===== src/rtl/cfg_loader_pkg.sv =====
`timescale 1ns/1ps
// Package: shared types and helpers for the serial configuration loader.
package cfg_loader_pkg;

    // Sequencer states of the loader.
    typedef enum logic [2:0] {
        ST_IDLE,
        ST_PROG,
        ST_WAIT_INIT,
        ST_SETTLE,
        ST_STREAM,
        ST_TAIL
    } ld_state_e;

    // Larger of two unsigned values (used to size the shared delay timer).
    function automatic int unsigned umax(input int unsigned a, input int unsigned b);
        return (a > b) ? a : b;
    endfunction

endpackage


===== src/rtl/cfg_sync2.sv =====
`timescale 1ns/1ps
// cfg_sync2: two-flop synchroniser for asynchronous level inputs.
// Assumes inputs are slow levels; adds two clocks of latency, resets to 0.
module cfg_sync2 #(
    parameter int W = 2
) (
    input  logic         clk,
    input  logic         rst_n,
    input  logic [W-1:0] d,
    output logic [W-1:0] q
);
    logic [W-1:0] meta_q;

    // Two register stages per bit.
    always_ff @(posedge clk) begin
        if (!rst_n) begin
            meta_q <= '0;
            q      <= '0;
        end else begin
            meta_q <= d;
            q      <= meta_q;
        end
    end
endmodule


===== src/rtl/cfg_delay_timer.sv =====
`timescale 1ns/1ps
// cfg_delay_timer: down-counter shared by the program, timeout and settle waits.
// Loading value V makes 'expired' high in the (V+1)-th cycle after the load.
module cfg_delay_timer #(
    parameter int W = 8
) (
    input  logic         clk,
    input  logic         rst_n,
    input  logic         load,
    input  logic [W-1:0] load_val,
    output logic         expired
);
    logic [W-1:0] cnt_q;

    // Load or count down to zero and hold.
    always_ff @(posedge clk) begin
        if (!rst_n)
            cnt_q <= '0;
        else if (load)
            cnt_q <= load_val;
        else if (cnt_q != '0)
            cnt_q <= cnt_q - W'(1);
    end

    assign expired = (cnt_q == '0);
endmodule


===== src/rtl/cfg_cclk_gen.sv =====
`timescale 1ns/1ps
// cfg_cclk_gen: divides the system clock into the configuration clock.
// Each phase lasts HALF system clocks; the clock starts low when enabled and
// is forced low at once when disabled. rise/fall flag the edge about to occur.
module cfg_cclk_gen #(
    parameter int HALF = 4
) (
    input  logic clk,
    input  logic rst_n,
    input  logic en,
    output logic cclk,
    output logic rise_evt,
    output logic fall_evt
);
    localparam int HC_W = $clog2(HALF + 1);

    logic [HC_W-1:0] hc_q;
    logic            term;

    assign term     = en && (hc_q == HC_W'(HALF - 1));
    assign rise_evt = term && !cclk;
    assign fall_evt = term && cclk;

    // Half-period counter and clock toggle.
    always_ff @(posedge clk) begin
        if (!rst_n || !en) begin
            hc_q <= '0;
            cclk <= 1'b0;
        end else if (term) begin
            hc_q <= '0;
            cclk <= ~cclk;
        end else begin
            hc_q <= hc_q + HC_W'(1);
        end
    end
endmodule


===== src/rtl/cfg_byte_fetch.sv =====
`timescale 1ns/1ps
// cfg_byte_fetch: issues one-byte reads at consecutive addresses and holds the
// returned byte until taken. Assumes memory data is valid one clock after the
// strobe is sampled, and that a take never meets a capture in the same cycle.
module cfg_byte_fetch #(
    parameter int ADDR_W = 16
) (
    input  logic              clk,
    input  logic              rst_n,
    input  logic              clear,
    input  logic              req,
    input  logic              take,
    output logic              mem_rd,
    output logic [ADDR_W-1:0] mem_addr,
    input  logic [7:0]        mem_data,
    output logic [7:0]        buf_byte,
    output logic              buf_valid
);
    logic [ADDR_W-1:0] next_q;
    logic              pend_q;

    // Strobe, address sequencing and capture of the returned byte.
    always_ff @(posedge clk) begin
        if (!rst_n) begin
            mem_rd    <= 1'b0;
            mem_addr  <= '0;
            next_q    <= '0;
            pend_q    <= 1'b0;
            buf_byte  <= 8'hFF;
            buf_valid <= 1'b0;
        end else begin
            pend_q <= mem_rd;
            if (clear) begin
                mem_rd    <= 1'b0;
                next_q    <= '0;
                buf_valid <= 1'b0;
            end else begin
                mem_rd <= req;
                if (req) begin
                    mem_addr <= next_q;
                    next_q   <= next_q + ADDR_W'(1);
                end
                if (pend_q) begin
                    buf_byte  <= mem_data;
                    buf_valid <= 1'b1;
                end else if (take) begin
                    buf_valid <= 1'b0;
                end
            end
        end
    end
endmodule


===== src/rtl/cfg_serial_loader.sv =====
`timescale 1ns/1ps
// cfg_serial_loader: top of the serial configuration loader.
// Sequence: program pulse, wait for init, settle, stream bytes MSB first with
// a gap-free divided clock, then tail pulses while watching done.
// Assumes all timing parameters >= 1 and SETTLE_CYC >= 2 (first byte prefetch).
module cfg_serial_loader
    import cfg_loader_pkg::*;
#(
    parameter int ADDR_W           = 16,
    parameter int CNT_W            = 16,
    parameter int PROG_LOW_CYC     = 125,
    parameter int SETTLE_CYC       = 2500,
    parameter int INIT_TIMEOUT_CYC = 12500,
    parameter int CCLK_HALF        = 4,
    parameter int DONE_EXTRA       = 8
) (
    input  logic              clk,
    input  logic              rst_n,
    input  logic              start,
    input  logic [CNT_W-1:0]  byte_count,
    output logic              mem_rd,
    output logic [ADDR_W-1:0] mem_addr,
    input  logic [7:0]        mem_data,
    output logic              prog_n,
    input  logic              init_in,
    output logic              cclk,
    output logic              din,
    input  logic              done_in,
    output logic              busy,
    output logic              success,
    output logic              error
);
    localparam int TMR_MAX = int'(umax(umax(PROG_LOW_CYC, SETTLE_CYC), INIT_TIMEOUT_CYC));
    localparam int TMR_W   = $clog2(TMR_MAX + 1);
    localparam int TAIL_W  = $clog2(DONE_EXTRA + 1);

    ld_state_e         state_q, state_d;
    logic              init_s, done_s;
    logic              tmr_load, tmr_exp;
    logic [TMR_W-1:0]  tmr_val;
    logic              cclk_en, rise_evt, fall_evt;
    logic              fetch_clear, fetch_req, fetch_take;
    logic [7:0]        nxt_byte;
    logic              nxt_valid;
    logic [7:0]        shreg_q;
    logic [2:0]        bit_idx_q;
    logic [CNT_W-1:0]  count_q, left_q;
    logic [TAIL_W-1:0] tail_q;
    logic              done_seen_q;
    logic              begin_run, load_byte, shift_bit, enter_tail;
    logic              finish_ok, finish_bad;

    cfg_sync2 #(.W(2)) u_sync (
        .clk   (clk),
        .rst_n (rst_n),
        .d     ({init_in, done_in}),
        .q     ({init_s, done_s})
    );

    cfg_delay_timer #(.W(TMR_W)) u_tmr (
        .clk      (clk),
        .rst_n    (rst_n),
        .load     (tmr_load),
        .load_val (tmr_val),
        .expired  (tmr_exp)
    );

    cfg_cclk_gen #(.HALF(CCLK_HALF)) u_cclk (
        .clk      (clk),
        .rst_n    (rst_n),
        .en       (cclk_en),
        .cclk     (cclk),
        .rise_evt (rise_evt),
        .fall_evt (fall_evt)
    );

    cfg_byte_fetch #(.ADDR_W(ADDR_W)) u_fetch (
        .clk       (clk),
        .rst_n     (rst_n),
        .clear     (fetch_clear),
        .req       (fetch_req),
        .take      (fetch_take),
        .mem_rd    (mem_rd),
        .mem_addr  (mem_addr),
        .mem_data  (mem_data),
        .buf_byte  (nxt_byte),
        .buf_valid (nxt_valid)
    );

    // Clock runs while streaming (stops the same edge init is lost) and in the tail.
    assign cclk_en = ((state_q == ST_STREAM) && init_s) || (state_q == ST_TAIL);

    // Next-state and control decode of the sequencer.
    always_comb begin
        state_d     = state_q;
        tmr_load    = 1'b0;
        tmr_val     = '0;
        fetch_clear = 1'b0;
        fetch_req   = 1'b0;
        fetch_take  = 1'b0;
        begin_run   = 1'b0;
        load_byte   = 1'b0;
        shift_bit   = 1'b0;
        enter_tail  = 1'b0;
        finish_ok   = 1'b0;
        finish_bad  = 1'b0;
        unique case (state_q)
            ST_IDLE: begin
                if (start) begin
                    begin_run   = 1'b1;
                    fetch_clear = 1'b1;
                    tmr_load    = 1'b1;
                    tmr_val     = TMR_W'(PROG_LOW_CYC - 1);
                    state_d     = ST_PROG;
                end
            end
            ST_PROG: begin
                if (tmr_exp) begin
                    tmr_load = 1'b1;
                    tmr_val  = TMR_W'(INIT_TIMEOUT_CYC - 1);
                    state_d  = ST_WAIT_INIT;
                end
            end
            ST_WAIT_INIT: begin
                if (init_s) begin
                    tmr_load  = 1'b1;
                    tmr_val   = TMR_W'(SETTLE_CYC - 1);
                    fetch_req = (count_q != '0);
                    state_d   = ST_SETTLE;
                end else if (tmr_exp) begin
                    finish_bad = 1'b1;
                    state_d    = ST_IDLE;
                end
            end
            ST_SETTLE: begin
                if (tmr_exp) begin
                    if (count_q == '0) begin
                        enter_tail = 1'b1;
                        state_d    = ST_TAIL;
                    end else if (nxt_valid) begin
                        load_byte  = 1'b1;
                        fetch_take = 1'b1;
                        fetch_req  = (count_q > CNT_W'(1));
                        state_d    = ST_STREAM;
                    end
                end
            end
            ST_STREAM: begin
                if (!init_s) begin
                    finish_bad = 1'b1;
                    state_d    = ST_IDLE;
                end else if (fall_evt) begin
                    if (bit_idx_q == 3'd7) begin
                        if (left_q != '0) begin
                            load_byte  = 1'b1;
                            fetch_take = 1'b1;
                            fetch_req  = (left_q > CNT_W'(1));
                        end else begin
                            enter_tail = 1'b1;
                            state_d    = ST_TAIL;
                        end
                    end else begin
                        shift_bit = 1'b1;
                    end
                end
            end
            ST_TAIL: begin
                if (fall_evt && (tail_q == TAIL_W'(DONE_EXTRA))) begin
                    if (done_seen_q || done_s) finish_ok = 1'b1;
                    else                       finish_bad = 1'b1;
                    state_d = ST_IDLE;
                end
            end
            default: state_d = ST_IDLE;
        endcase
    end

    // Sequencer state register.
    always_ff @(posedge clk) begin
        if (!rst_n) state_q <= ST_IDLE;
        else        state_q <= state_d;
    end

    // Byte shift register, bit index and remaining-byte count.
    always_ff @(posedge clk) begin
        if (!rst_n) begin
            shreg_q   <= 8'hFF;
            bit_idx_q <= '0;
            count_q   <= '0;
            left_q    <= '0;
        end else begin
            if (begin_run) begin
                count_q <= byte_count;
                shreg_q <= 8'hFF;
            end
            if (load_byte) begin
                shreg_q   <= nxt_byte;
                bit_idx_q <= '0;
                left_q    <= (state_q == ST_SETTLE) ? count_q - CNT_W'(1) : left_q - CNT_W'(1);
            end else if (shift_bit) begin
                shreg_q   <= {shreg_q[6:0], 1'b1};
                bit_idx_q <= bit_idx_q + 3'd1;
            end else if (enter_tail) begin
                shreg_q <= 8'hFF;
            end
        end
    end

    // Tail pulse counter and done observation.
    always_ff @(posedge clk) begin
        if (!rst_n || begin_run) begin
            tail_q      <= '0;
            done_seen_q <= 1'b0;
        end else begin
            if ((state_q == ST_TAIL) && rise_evt) tail_q <= tail_q + TAIL_W'(1);
            if (((state_q == ST_STREAM) || (state_q == ST_TAIL)) && done_s) done_seen_q <= 1'b1;
        end
    end

    // Run result flags, cleared by an accepted start.
    always_ff @(posedge clk) begin
        if (!rst_n || begin_run) begin
            success <= 1'b0;
            error   <= 1'b0;
        end else begin
            if (finish_ok)  success <= 1'b1;
            if (finish_bad) error   <= 1'b1;
        end
    end

    assign din    = shreg_q[7];
    assign prog_n = (state_q != ST_PROG);
    assign busy   = (state_q != ST_IDLE);
endmodule


===== config.mk =====
export PLATFORM = sky130hd
export DESIGN_NAME = cfg_serial_loader
export DESIGN_NICKNAME = d
export VERILOG_FILES = /design/src/rtl/cfg_loader_pkg.sv /design/src/rtl/cfg_sync2.sv /design/src/rtl/cfg_delay_timer.sv /design/src/rtl/cfg_cclk_gen.sv /design/src/rtl/cfg_byte_fetch.sv /design/src/rtl/cfg_serial_loader.sv
export SDC_FILE = /design/constraint.sdc
export NUM_CORES = 1
export LEC_CHECK = 0
export BUFFER_PORTS_ARGS = -buffer_cell sky130_fd_sc_hd__clkbuf_2
export CAP_MARGIN = 25
export CORE_UTILIZATION = 30
export CTS_CLUSTER_DIAMETER = 120
export DETAILED_ROUTE_END_ITERATION = 10
export SYNTH_ARGS = -nofsm -noshare
export SYNTH_HDL_FRONTEND = slang
export SYNTH_HIERARCHICAL = 1
export SYNTH_SLANG_ARGS = --single-unit
export TNS_END_PERCENT = 10

===== constraint.sdc =====
create_clock -name clk -period 8.3 [get_ports clk]
set_clock_uncertainty 0.15 [all_clocks]
set_input_delay 1.66 -clock clk [delete_from_list [all_inputs] [get_ports clk]]
set_output_delay 1.66 -clock clk [all_outputs]
set_load 0.01 [all_outputs]

==> summary.md <==
| Metric | Value |
|---|---|
| Height of the die | `142 µm` |
| H-tree depth reported by CTS | `4` |
| Worst relative slew slack | `35.1%` |
| Horizontal extent of the die | `roughly 140 µm` |
| Post-synthesis share of cell area spent on and, or, nand and nor gates | `approximately 28%` |
| Number of iterations in the first detailed-routing pass | `5` |
| Synth Area in Adders | `under 10%` |
| Port Buffer Count | `slightly above 50` |
| Portion of the post-synthesis area used by sequential elements | `40.3%` |
| Final Cycle Share | `about half` |
| Crit end category | `flip-flop` |
| Seq cells post-synth | `118` |
| Placement Cell Area | `6220 µm²` |
| Rows | `50` |
| Final critical path time including I/O delays and setup | `around 4000 ps` |
| Hold violation total from the final report | `0` |
| Final worst hold slack | `276 ps` |
| Proportion of synthesized area in mux cells | `just over 1%` |
| Max capacitance violation total | `0` |
| Number of enable flip-flop cells after synthesis | `0` |
| Leading register cell type out of synthesis | `dfxtp_1` |
| Required time of the critical path | `8460 ps` |
| Number of cells upsized or downsized after cts | `0` |
| Fill cell count | `approximately 2000` |
| Clock net sink count | `about 120` |
| Share of synthesized registers carrying an async set or reset | `0%` |
| Average via count per standard cell | `~5` |
| # diodes | `0` |
| Arrival time reported for the critical path endpoint | `4270 ps` |
| Area growth, synth to finish | `16.2%` |
| Gate count of the mapped netlist | `729` |
| Weighted congestion at the end of routability-driven global placement | `0.820` |
| Most frequent standard cell in the layout excluding fill and tap cells | `nand2_1` |
| Clock network latency to the later pin of the worst-skew pair | `approximately 420 ps` |
| Final Net Count | `796` |
| Power per standard cell area | `roughly 290 nW/µm²` |
| Fraction of layout cells with a size suffix above 1 | `~14%` |
| Overall Global Routing Usage | `14.7%` |
| Number of hold-repair buffers added at the cts stage | `0` |
| Synth unique cells | `75` |
| Total overflow reported by the global router | `0` |
| Critical path peak fanout | `11` |
| Initial detailed-routing violation count | `304` |
| Worst min path class | `flip-flop to flip-flop` |
| Ys Warns | `6` |
| Mean cell area of the mapped netlist | `approximately 8 µm²` |
| Xor and xnor area share after synthesis | `between 4 and 5%` |
| Leakage | `2.70 nW` |
| Most frequent cells in the layout | `nand2_1, dfxtp_1, nor2_1, clkbuf_2, a21oi_1` |
| Worst-Margin Slew | `approximately 1000 ps` |
| Setup repair bufs after CTS | `0` |
| Setup TNS after final layout | `0 ps` |
| Maximum root-to-sink buffer count | `2` |
| Wire length of the first global-routing pass | `about 23000 µm` |
| Outcome | `complete, no violations` |
| Initial core utilization | `between 30 and 40%` |
| Via count | `5126` |
| Wirelength per Cell | `13.7 µm` |
| Largest net degree at the start of global routing | `between 80 and 90` |
| Placed wire-length estimate after detailed placement | `around 9700 µm` |
| Compound-Gate Fraction of Synth Area | `approximately 17%` |
| Core box area | `between 15000 and 20000 µm²` |
| Clk root buf | `clkbuf_16` |
| Largest family of logic cells by synthesized area | `simple AND/OR/NAND/NOR gates` |
| Netlist Area Pre-Place | `5860 µm²` |
| Final setup violation count | `0` |
| Remaining routing DRC violations | `0` |
| Final Max Tran Viols | `0` |
| Number of placed I/O pins | `52` |
| Flop2flop setup slack | `4200 ps` |
| Clk slew on worst S/H paths | `60 ps` |
| ANT nets after route | `0` |
| CTS tree | `yes` |
| Full die area | `around 20000 µm²` |
| Unrepaired setup endpoints after global routing | `false` |
| Max Fclk | `0.244 GHz` |
| TritonCTS Buffers | `17` |
| Antenna violations before repair | `0` |
| Via count of the first global-routing pass | `4707` |
| Post-route standard cell area excluding fillers | `between 6000 and 7000 µm²` |
| Wire length reported by the detailed router | `14100 µm` |
| Area used by multi-input combinational logic | `3130 µm²` |
| Total area of sequential cells | `around 2400 µm²` |
| Startpoint Class | `flip-flop` |
| Startpoint-to-endpoint class of the critical path | `flip-flop to flip-flop` |
| Worst ir drop on vdd | `approximately 160 µV` |
[critical path, stage by stage (launching register included)]
cell,delay (ps)
dfxtp_1,340
inv_1,80
ha_1,240
or4b_4,500
or4_1,710
inv_2,210
nand3_1,130
nor2_1,150
a22o_1,370
and4_1,390
nand4_1,210
o31a_1,330
o21a_1,180
[final timing paths]
check,start,to,depth (start not counted)
max,u_tmr/cnt_q[0],u_fetch/next_q[15],12
min,u_sync/meta_q[0],u_sync/q[0],1
max reg2reg,u_tmr/cnt_q[0],u_fetch/next_q[15],12
min reg2reg,u_sync/meta_q[0],u_sync/q[0],1
[cell type report]
type	instances	share of cell area (%)
clock inverters	11	1.82
inverters	31	1.75
well taps	260	4.78
multi-input cells	533	46.0
clock buffers	21	6.91
flip-flops and latches	118	34.7
repair buffers	54	4.08
[power breakdown]
group	internal [mW]	switching, mW	leakage, nW
registers	0.631	0.0763	0.959
logic	0.203	0.312	1.46
clock network	0.465	0.264	0.285
total	1.30	0.652	2.70
[cell usage after synthesis, types with 2 or more instances]
cell type	n	area, µm²
a21boi_0	18	135
a21boi_1	4	30.0
a21oi_1	48	240
a31oi_1	3	18.8
and2_1	6	37.5
and3_1	2	12.5
and3_2	2	15.0
and4_1	3	26.3
buf_2	12	60.1
buf_4	4	30.0
buf_6	5	56.3
clkbuf_1	24	90.1
clkbuf_2	2	10.0
dfxtp_1	118	2360
ha_1	12	150
inv_1	28	105
mux2i_1	6	60.1
nand2_1	127	477
nand2_2	2	12.5
nand2b_1	3	18.8
nand3_1	36	180
nand3b_1	4	30.0
nand4_1	13	81.3
nand4b_1	3	26.3
nor2_1	51	191
nor2b_1	9	56.3
nor3_1	17	85.1
nor3b_1	4	30.0
nor4_1	11	68.8
nor4_2	3	37.5
o2111ai_1	3	26.3
o211ai_1	13	97.6
o21a_1	2	15.0
o21ai_0	32	160
o221a_2	2	22.5
o221ai_1	7	61.3
o31ai_1	5	37.5
or2b_1	2	15.0
or3_1	9	56.3
or4_1	10	75.1
xnor2_1	12	105
xor2_1	19	166
[flip-flops by register name (all words and copies together), names as in the netlist]
signal	flops
u_tmr/cnt_q	14
bit_idx_q	3
shreg_q	8
u_fetch/mem_rd	1
success	1
u_sync/meta_q	2
u_sync/q	2
error	1
u_cclk/cclk	1
u_fetch/mem_addr	16
done_seen_q	1
u_fetch/buf_byte	8
u_cclk/hc_q	3
left_q	16
count_q	16
state_q	3
tail_q	4
u_fetch/pend_q	1
u_fetch/buf_valid	1
u_fetch/next_q	16
[metrics by stage]
stage               util [%]  instances  total power, mW  worst slack, ps
floorplan                  -        730             1.12             4840
global placement        32.8        996             1.23             4110
detailed placement      32.8        996             1.23             4060
CTS                     35.9       1028             1.97             4210
global route            35.9       1028             2.07             3890
finish                  35.9       1028             1.95             4200
[per-layer routing]
metal	share of wire (%)	global-route usage, %	vias to the layer above
li1	-	-	2607
met5	0	0	-
met3	4.8	4.02	20
met1	47	19.3	2406
met2	46	23.2	93
met4	1.4	4.92	0
[cells by family (layout without fill, tap and decap cells)]
kind of cell	after synthesis	after routing
AND/OR/NAND/NOR	328	328
AO/OA/AOI/OAI	154	154
flip-flops	118	118
buffers and inverters	79	117
XOR/XNOR	31	31
adder cells (fa/ha/maj)	12	12
multiplexers	6	6
other	1	2
(Power assumes the default switching activity.)
